### config.mk
export PLATFORM = sky130hd
export DESIGN_NAME = dbg_irq_aggregator
export DESIGN_NICKNAME = d
export VERILOG_FILES = /design/src/rtl/dbg_irq_pkg.sv /design/src/rtl/irq_in_sync.sv /design/src/rtl/irq_status_bank.sv /design/src/rtl/irq_reg_file.sv /design/src/rtl/irq_out_stage.sv /design/src/rtl/dbg_irq_aggregator.sv
export SDC_FILE = /design/constraint.sdc
export NUM_CORES = 1
export LEC_CHECK = 0
export BUFFER_PORTS_ARGS = -buffer_cell sky130_fd_sc_hd__buf_4
export CAP_MARGIN = 0
export CORE_ASPECT_RATIO = 0.7
export CORE_UTILIZATION = 35
export DETAILED_ROUTE_END_ITERATION = 12
export HOLD_SLACK_MARGIN = 0.02
export PLACE_DENSITY = 0.52
export SLEW_MARGIN = 40
export SYNTH_ARGS = -nofsm -noshare
export SYNTH_HDL_FRONTEND = slang
export SYNTH_SLANG_ARGS = --single-unit
export TNS_END_PERCENT = 1
### constraint.sdc
create_clock -name clk -period 1.9 [get_ports clk]
set_input_delay 0.095 -clock clk [delete_from_list [all_inputs] [get_ports clk]]
set_output_delay 0.095 -clock clk [all_outputs]
set_load 0.02 [all_outputs]
### src/rtl/dbg_irq_pkg.sv
package dbg_irq_pkg;

    localparam int REG_W = 16;

    typedef logic [REG_W-1:0] word_t;

    localparam logic [15:0] OFF_STATUS  = 16'h0010;
    localparam logic [15:0] OFF_CLEAR   = 16'h0020;
    localparam logic [15:0] OFF_MASK    = 16'h0038;
    localparam logic [15:0] OFF_SIG_A   = 16'h0040;
    localparam logic [15:0] OFF_SIG_B   = 16'h0048;
    localparam logic [15:0] OFF_VERSION = 16'h0050;
    localparam logic [15:0] OFF_SIG_C   = 16'h0058;

    localparam word_t SIG_A_VAL = 16'hAAAA;
    localparam word_t SIG_B_VAL = 16'h5555;
    localparam word_t SIG_C_VAL = 16'hCAFE;

    localparam word_t MASK_RST_VAL = 16'hFFFF;

    typedef enum logic [2:0] {
        SEL_NONE,
        SEL_STATUS,
        SEL_CLEAR,
        SEL_MASK,
        SEL_SIG_A,
        SEL_SIG_B,
        SEL_VERSION,
        SEL_SIG_C
    } reg_sel_e;

    typedef struct packed {
        logic     wr;
        reg_sel_e sel;
        word_t    data;
    } bus_req_t;

    function automatic reg_sel_e decode_offset(input logic [15:0] off);
        reg_sel_e s;
        case (off)
            OFF_STATUS:  s = SEL_STATUS;
            OFF_CLEAR:   s = SEL_CLEAR;
            OFF_MASK:    s = SEL_MASK;
            OFF_SIG_A:   s = SEL_SIG_A;
            OFF_SIG_B:   s = SEL_SIG_B;
            OFF_VERSION: s = SEL_VERSION;
            OFF_SIG_C:   s = SEL_SIG_C;
            default:     s = SEL_NONE;
        endcase
        return s;
    endfunction

endpackage

### src/rtl/irq_in_sync.sv
module irq_in_sync #(
    parameter int N      = 16,
    parameter int STAGES = 2
) (
    input  logic         clk,
    input  logic         rst,
    input  logic [N-1:0] async_in,
    output logic [N-1:0] sync_out
);
    logic [N-1:0] stage_q [STAGES];

    for (genvar s = 0; s < STAGES; s++) begin : g_stage
        if (s == 0) begin : g_first
            always_ff @(posedge clk) begin
                if (rst) stage_q[s] <= '0;
                else     stage_q[s] <= async_in;
            end
        end else begin : g_next
            always_ff @(posedge clk) begin
                if (rst) stage_q[s] <= '0;
                else     stage_q[s] <= stage_q[s-1];
            end
        end
    end

    assign sync_out = stage_q[STAGES-1];
endmodule

### src/rtl/irq_status_bank.sv
module irq_status_bank #(
    parameter int N = 16
) (
    input  logic         clk,
    input  logic         rst,
    input  logic [N-1:0] event_in,
    input  logic [N-1:0] hold_clr,
    output logic [N-1:0] status
);
    logic [N-1:0] status_q;

    for (genvar i = 0; i < N; i++) begin : g_bit
        always_ff @(posedge clk) begin
            if (rst)              status_q[i] <= 1'b0;
            else if (hold_clr[i]) status_q[i] <= 1'b0;
            else if (event_in[i]) status_q[i] <= 1'b1;
        end
    end

    assign status = status_q;
endmodule

### src/rtl/irq_reg_file.sv
module irq_reg_file
    import dbg_irq_pkg::*;
#(
    parameter int    N       = 16,
    parameter word_t VERSION = 16'h0103
) (
    input  logic         clk,
    input  logic         rst,
    input  bus_req_t     req,
    input  logic [N-1:0] status,
    output word_t        mask_q,
    output word_t        clr_q,
    output word_t        rdata
);
    word_t status_w;

    always_comb begin
        status_w        = '0;
        status_w[N-1:0] = status;
    end

    always_ff @(posedge clk) begin
        if (rst) begin
            mask_q <= MASK_RST_VAL;
            clr_q  <= '0;
        end else if (req.wr) begin
            if (req.sel == SEL_MASK)  mask_q <= req.data;
            if (req.sel == SEL_CLEAR) clr_q  <= req.data;
        end
    end

    always_comb begin
        case (req.sel)
            SEL_STATUS:  rdata = status_w;
            SEL_CLEAR:   rdata = clr_q;
            SEL_MASK:    rdata = mask_q;
            SEL_SIG_A:   rdata = SIG_A_VAL;
            SEL_SIG_B:   rdata = SIG_B_VAL;
            SEL_VERSION: rdata = VERSION;
            SEL_SIG_C:   rdata = SIG_C_VAL;
            default:     rdata = '0;
        endcase
    end
endmodule

### src/rtl/irq_out_stage.sv
module irq_out_stage #(
    parameter int N = 16
) (
    input  logic         clk,
    input  logic         rst,
    input  logic [N-1:0] status,
    input  logic [N-1:0] disable_bits,
    output logic         irq_n
);
    logic irq_n_q;

    always_ff @(posedge clk) begin
        if (rst) irq_n_q <= 1'b1;
        else     irq_n_q <= ~(|(status & ~disable_bits));
    end

    assign irq_n = irq_n_q;
endmodule

### src/rtl/dbg_irq_aggregator.sv
module dbg_irq_aggregator
    import dbg_irq_pkg::*;
#(
    parameter int    ADDR_W    = 8,
    parameter int    NUM_LINES = 16,
    parameter int    SYNC_LEN  = 2,
    parameter word_t VERSION   = 16'h0103
) (
    input  logic                 clk,
    input  logic                 rst,
    input  logic [ADDR_W-1:0]    bus_addr,
    input  logic                 bus_wr,
    input  logic [15:0]          bus_wdata,
    output logic [15:0]          bus_rdata,
    input  logic [NUM_LINES-1:0] irq_in,
    output logic                 host_irq_n
);
    bus_req_t             req;
    logic [NUM_LINES-1:0] sync_evt;
    logic [NUM_LINES-1:0] status_q;
    word_t                mask_q;
    word_t                clr_q;

    always_comb begin
        req.wr   = bus_wr;
        req.sel  = decode_offset(16'(bus_addr));
        req.data = bus_wdata;
    end

    irq_in_sync #(.N(NUM_LINES), .STAGES(SYNC_LEN)) u_sync (
        .clk      (clk),
        .rst      (rst),
        .async_in (irq_in),
        .sync_out (sync_evt)
    );

    irq_status_bank #(.N(NUM_LINES)) u_bank (
        .clk      (clk),
        .rst      (rst),
        .event_in (sync_evt),
        .hold_clr (clr_q[NUM_LINES-1:0]),
        .status   (status_q)
    );

    irq_reg_file #(.N(NUM_LINES), .VERSION(VERSION)) u_regs (
        .clk    (clk),
        .rst    (rst),
        .req    (req),
        .status (status_q),
        .mask_q (mask_q),
        .clr_q  (clr_q),
        .rdata  (bus_rdata)
    );

    irq_out_stage #(.N(NUM_LINES)) u_out (
        .clk          (clk),
        .rst          (rst),
        .status       (status_q),
        .disable_bits (mask_q[NUM_LINES-1:0]),
        .irq_n        (host_irq_n)
    );
endmodule

## Yosys cells after proc, flatten, opt, wreduce, memory -nomap -nowiden

Memory sizes are Yosys's and may differ from the RTL's.
Cells that the tools add are included.

| storage, ports and cells | value |
|---|---|
| register bits | 49 |
| latch bits | 0 |
| RAM bits | 32 |
| ROM bits | 0 |
| logic and storage cells | 65 |
| memories kept | 1 |

| cells by class | value |
|---|---|
| $add $sub $neg | 0 |
| multipliers | 0 |
| divide/modulo/power cells | 0 |
| $lt $le $gt $ge | 0 |
| eq/ne operators | 14 |
| shift operators | 0 |
| multiplexer cells | 7 |
| bitwise logic cells | 5 |
| reduce and logical (&&, ||, !) cells | 19 |

Memory list:

| name | depth | width | read ports | clocked after memory_dff | write ports | RTL line | source |
|---|---|---|---|---|---|---|---|
| u_sync.stage_q | 2 | 16 | 2 | 0 | 2 | irq_in_sync.sv:10 | `logic [N-1:0] stage_q [STAGES];` |

Operators by type and width:

| kind | count |
|---|---|
| case mux 16 bit (7 select lines) | 1 |
| == test 8 x 7 -> 1 bit (second input constant) | 4 |
| two-way mux 16 bit | 2 |
| OR reduction 2 bit | 16 |
| case mux 3 bit (7 select lines) | 1 |
| bitwise AND 16 bit | 1 |
| == test 8 x 6 -> 1 bit (second input constant) | 2 |
| inverter 16 bit | 1 |
| OR reduction 16 bit | 1 |
| == test 3 bit (second input constant) | 4 |
| == test 8 x 5 -> 1 bit (second input constant) | 1 |
| == test 3 x 2 -> 1 bit (second input constant) | 2 |
| AND reduction 2 bit | 2 |
| == test 3 x 1 -> 1 bit (second input constant) | 1 |
| two-way mux 1 bit | 3 |
| bitwise OR 1 bit | 2 |
| inverter 1 bit | 1 |

## Longest topological paths before layout

| logic depth | value |
|---|---|
| depth after elaboration | 4 |
| gate-level depth with buffers | 7 |
| mapped depth without buffers | 4 |

## Hierarchy

From an unflattened synthesis, not the netlist that was laid out.

| unflattened totals | value |
|---|---|
| cell total of the unflattened synthesis | 364 |
| area total of the unflattened synthesis | 3279.4 sq um |

Modules (own cells, without submodules):

| module | instances | cells each | area an instance (sq um) | sequential area each (sq um) |
|---|---|---|---|---|
| irq_reg_file | 1 | 210 | 1636.6 | 640.6 |
| irq_in_sync | 1 | 67 | 863.3 | 640.6 |
| irq_status_bank | 1 | 50 | 548.0 | 320.3 |
| irq_out_stage | 1 | 26 | 152.6 | 20.0 |
| dbg_irq_aggregator | 1 | 11 | 78.8 | 0.0 |

## Worst setup path before layout

Ideal clock, no wire load.

| timing | value |
|---|---|
| path type | in2out |
| from | in bus_addr[2] |
| to | out bus_rdata[11] |
| arrival | 1766 ps |
| data required time | 1805 ps |
| setup slack | 39 ps |
| stages on the path | 6 |
| path buffers | 2 |
| cells stage by stage | or3_1 > clkbuf_1 > or3_1 > buf_2 > or4b_4 > o21ai_0 |

| between the ends | value |
|---|---|
| cells in the longest elaborated chain, start to end | 4 |
| elaborated cells on any way between the ends | 16 |
| those cells by class | eq/ne (14); mux (2) |

RTL lines:

| item | RTL line | source |
|---|---|---|
| start, declared | dbg_irq_aggregator.sv:11 | `input logic [ADDR_W-1:0] bus_addr,` |
| == test 8 x 7 -> 1 bit, or another cell as far along | dbg_irq_pkg.sv:40 | `case (off)` |
| case mux 3 bit (7 select lines) (*) | dbg_irq_pkg.sv:40 |  |
| == test 3 bit, or another cell as far along | irq_reg_file.sv:33 | `case (req.sel)` |
| case mux 16 bit (7 select lines) (*) | irq_reg_file.sv:33 |  |
| end, declared | dbg_irq_aggregator.sv:14 | `output logic [15:0] bus_rdata,` |

Every way passes the cells marked *; elsewhere a longest branch is shown, timed or not.

## Worst setup path after layout

| timing | value |
|---|---|
| from | in bus_addr[2] |
| to | out bus_rdata[7] |

The elaborated chain is that of the path after synthesis.

==> key figures <==
Outcome
  • Failing checks: negative setup slack
  • Status: complete, but fails checks

Timing
  • Slew @ Worst Pin: between 0.4 and 0.5 ns
  • PnR worst setup slack: -0.02638 ns
  • Finish-stage setup viols: 2
  • F_max: 0.5191 GHz
  • Final TNS setup: -0.03555 ns
  • RSZ-0062 raised after global routing: true
  • Worst hold margin: 0.02763 ns
  • Minimum clock period: between 1.5 and 2 ns
  • Tcrit/Tclk final: 101.4%
  • Slew Limit Fails: 0
  • Worst slew margin: between 60% and 70%
  • Clock skew: 0.004502 ns
  • Final Hold Fails: 0

Setup path
  • R2R depth: 4
  • Reg2reg end: u_out.irq_n
  • WP data arrival: approximately 1.8 ns
  • Worst-path fanout max: 6
  • Crit. End Element: output port
  • Worst setup SP type: input pin
  • Worst reg2reg setup slack: about 0.82 ns
  • Worst r2r src: u_regs.mask_q[6]
  • Critical path class: input pin to output port
  • CP required: roughly 1.8 ns

Worst hold path
  • Worst Hold Launch: bus_wdata[5]
  • Worst hold path class: input pin to flop
  • Worst hold path endpoint: u_regs.clr_q[5]
  • Worst hold path cell count: 3

Die
  • Initial Util: a little over a third
  • CORE AREA: between 8000 and 9000 um^2
  • Row cnt: 28
  • # IOs: 60
  • Die X: approximately 110 um
  • Die height: roughly 80 um
  • DIE AREA: 9238 um^2

Clock network
  • H-tree lvl count: 3
  • Post-CTS Setup Inserts: 0
  • Clock Path Buffers: 2
  • CTS Buf Count: 9
  • CTS tree: done
  • Clock latency on the worst-skew pair: 0.33 ns
  • Clock slew at reported path FFs: around 0.060 ns
  • Root buffer cell: clkbuf_16
  • Clk sink count: a little over 80

Placement
  • Cell count after placement: ~540
  • Post-Place Worst Slack: -0.02115 ns
  • Placed cell area: about 3700 um^2
  • DP HPWL: about 5800 um
  • Count of input and output buffers: 59
  • Gpl congestion: between 0.8 and 0.9

Synthesis
  • Syn nets: 408
  • Post-synth top area share: ~52%
  • Top post-synthesis cells by area: dfxtp_1, nor2b_1, a21oi_1
  • Asr flop ratio synth: 0%
  • Yosys cell types: 33
  • EDFF count, synth: 0
  • Number of warnings issued by yosys: 0
  • Post-synth top area cell: dfxtp_1
  • Part of the Yosys area used for sequential elements: 52.34%
  • Synth cell count leaders: dfxtp_1, a21oi_1, nor2b_1
  • Netlist Area Pre-Place: roughly 3100 um^2
  • Most frequent cell after synthesis: dfxtp_1
  • Syn Area/Cell: 8.488 um^2
  • Synth Instances: between 300 and 400
  • Primary FF master, synth: dfxtp_1
  • Post-synthesis register bit count: around 80

Global routing
  • Global-route wire length before repair: between 10000 and 15000 um
  • Total global-route track usage: between 10% and 20%
  • Total gr overflow: 0
  • Initial antenna violation count: 0
  • Vias in the first global route: between 2000 and 3000
  • Largest net degree at the start of global routing: 43

Pwr
  • Clock power share: approximately half
  • Gate power share: between 6 and 7%
  • PD cells: between 900 and 1000 nW/um^2
  • Max rail drop VDD: around 0.5 mV
  • Internal: 3.154 mW
  • Net Sw Frac: 20.33%
  • P_sw: 804.8 uW
  • Post-layout total power: slightly below 4 mW
  • Sequential share of power: between 40 and 50%
  • Leakage power: ~1.7 nW

Detailed routing
  • Routed vias: 2835
  • Drc violations: 0
  • Initial drt markers: between 150 and 200
  • Iteration count of the initial detailed-routing pass: 5
  • Via density: slightly below 5
  • Drt wl/cell: between 10 and 15 um
  • Routed WL: between 8000 and 9000 um
  • Routed Antenna Nets: 0

Layout
  • Antenna diodes: 0
  • Fraction of layout cells with a size suffix above 1: around a fifth
  • FF/Latch Area: 1622 um^2
  • Final core utilization: slightly above 50%
  • Final Cell Area: 4300 um^2
  • Layout Cells excl Fill: approximately 570
  • Area grow syn2layout: 38.81%
  • Area of the multi-input gates: 1316 um^2
  • Fin nets: 491
  • Fillers: roughly 830

Run
  • Max_cap viols: 0
-- cell usage in the layout (no fill, tap or decap), drive strengths merged, types with 2 or more instances in the layout --
cell          n
and2          2
dfxtp        81
inv          15
nand3         3
a31oi         6
nand2b        4
or4b          2
o21ai         9
a221oi        2
nor2b        37
dlygate4sd3  22
nor2         35
a22oi         5
clkinv        2
buf          76
and3          2
bufinv        2
a222oi        6
nand2        34
a221o         4
nor3         36
o22ai         5
a21oi        40
clkbuf       12
or3           2
-- power by group through the flow --
stage          combinational, mW  clock [mW]  sequential (mW)
3_3_place_gp               0.231           0             1.81
3_5_place_dp               0.233           0             1.81
5_1_grt                    0.295        2.03             1.78
6_report                   0.269        1.91             1.78
2_1_floorplan              0.117           0             1.80
4_1_cts                    0.268        1.95             1.78
-- cell type report --
cell class	count	area share (%)
clock buffer	12	6.197
inverter	15	1.309
clock inverter	4	1.717
tap	120	3.491
sequential	81	37.71
multi-input combinational	243	30.61
timing repair buffer	98	18.97
-- cell families after synthesis --
group,after synthesis,synth area share [%]
and+or+nand+nor,162,26.17
DFF,81,52.34
AOI/OAI and AO/OA,81,16.32
buffers and inverters,41,5.169
-- layer usage --
metal	share of wire [%]	routed length (um)	vias up	track usage [%]
met5	0	0	-	0
met4	0.62	51	0	5.065
met3	5.2	425	5	4.906
met2	44	3608	77	29.58
met1	50	4138	1330	25.71
li1	-	-	1423	-
-- worst max-delay path, stage by stage --
cell and delay (ns):
buf_4 0.11, or3_1 0.38, or3_1 0.34, or4b_4 0.56, o21ai_0 0.15, buf_4 0.19
-- sequential cells by signal (all words and copies together), names as in the netlist --
name	flops
u_regs.clr_q	16
u_out.irq_n	1
u_bank.status	16
u_regs.mask_q	16
u_sync.stage_q	32
-- how the worst max path moves through the flow --
stage	to	slack, ns	start	depth (start not counted)
CTS	bus_rdata[15]	-0.01	bus_addr[2]	6
detailed placement	bus_rdata[15]	-0.02	bus_addr[2]	6
floorplan	bus_rdata[11]	0.04	bus_addr[2]	6
global placement	bus_rdata[15]	-0.03	bus_addr[2]	6
global route	bus_rdata[11]	-0.05	bus_addr[2]	6
finish	bus_rdata[7]	-0.03	bus_addr[2]	6
-- timing repair --
action / in CTS / in global routing
hold buffers: 21 / 1
endpoints found under the setup margin: 4 / 6
resized for setup: 2 / 1
gates cloned: 0 / 0
endpoints found under the hold margin: 24 / 1
No activity file was read; power rests on OpenSTA's default activity.
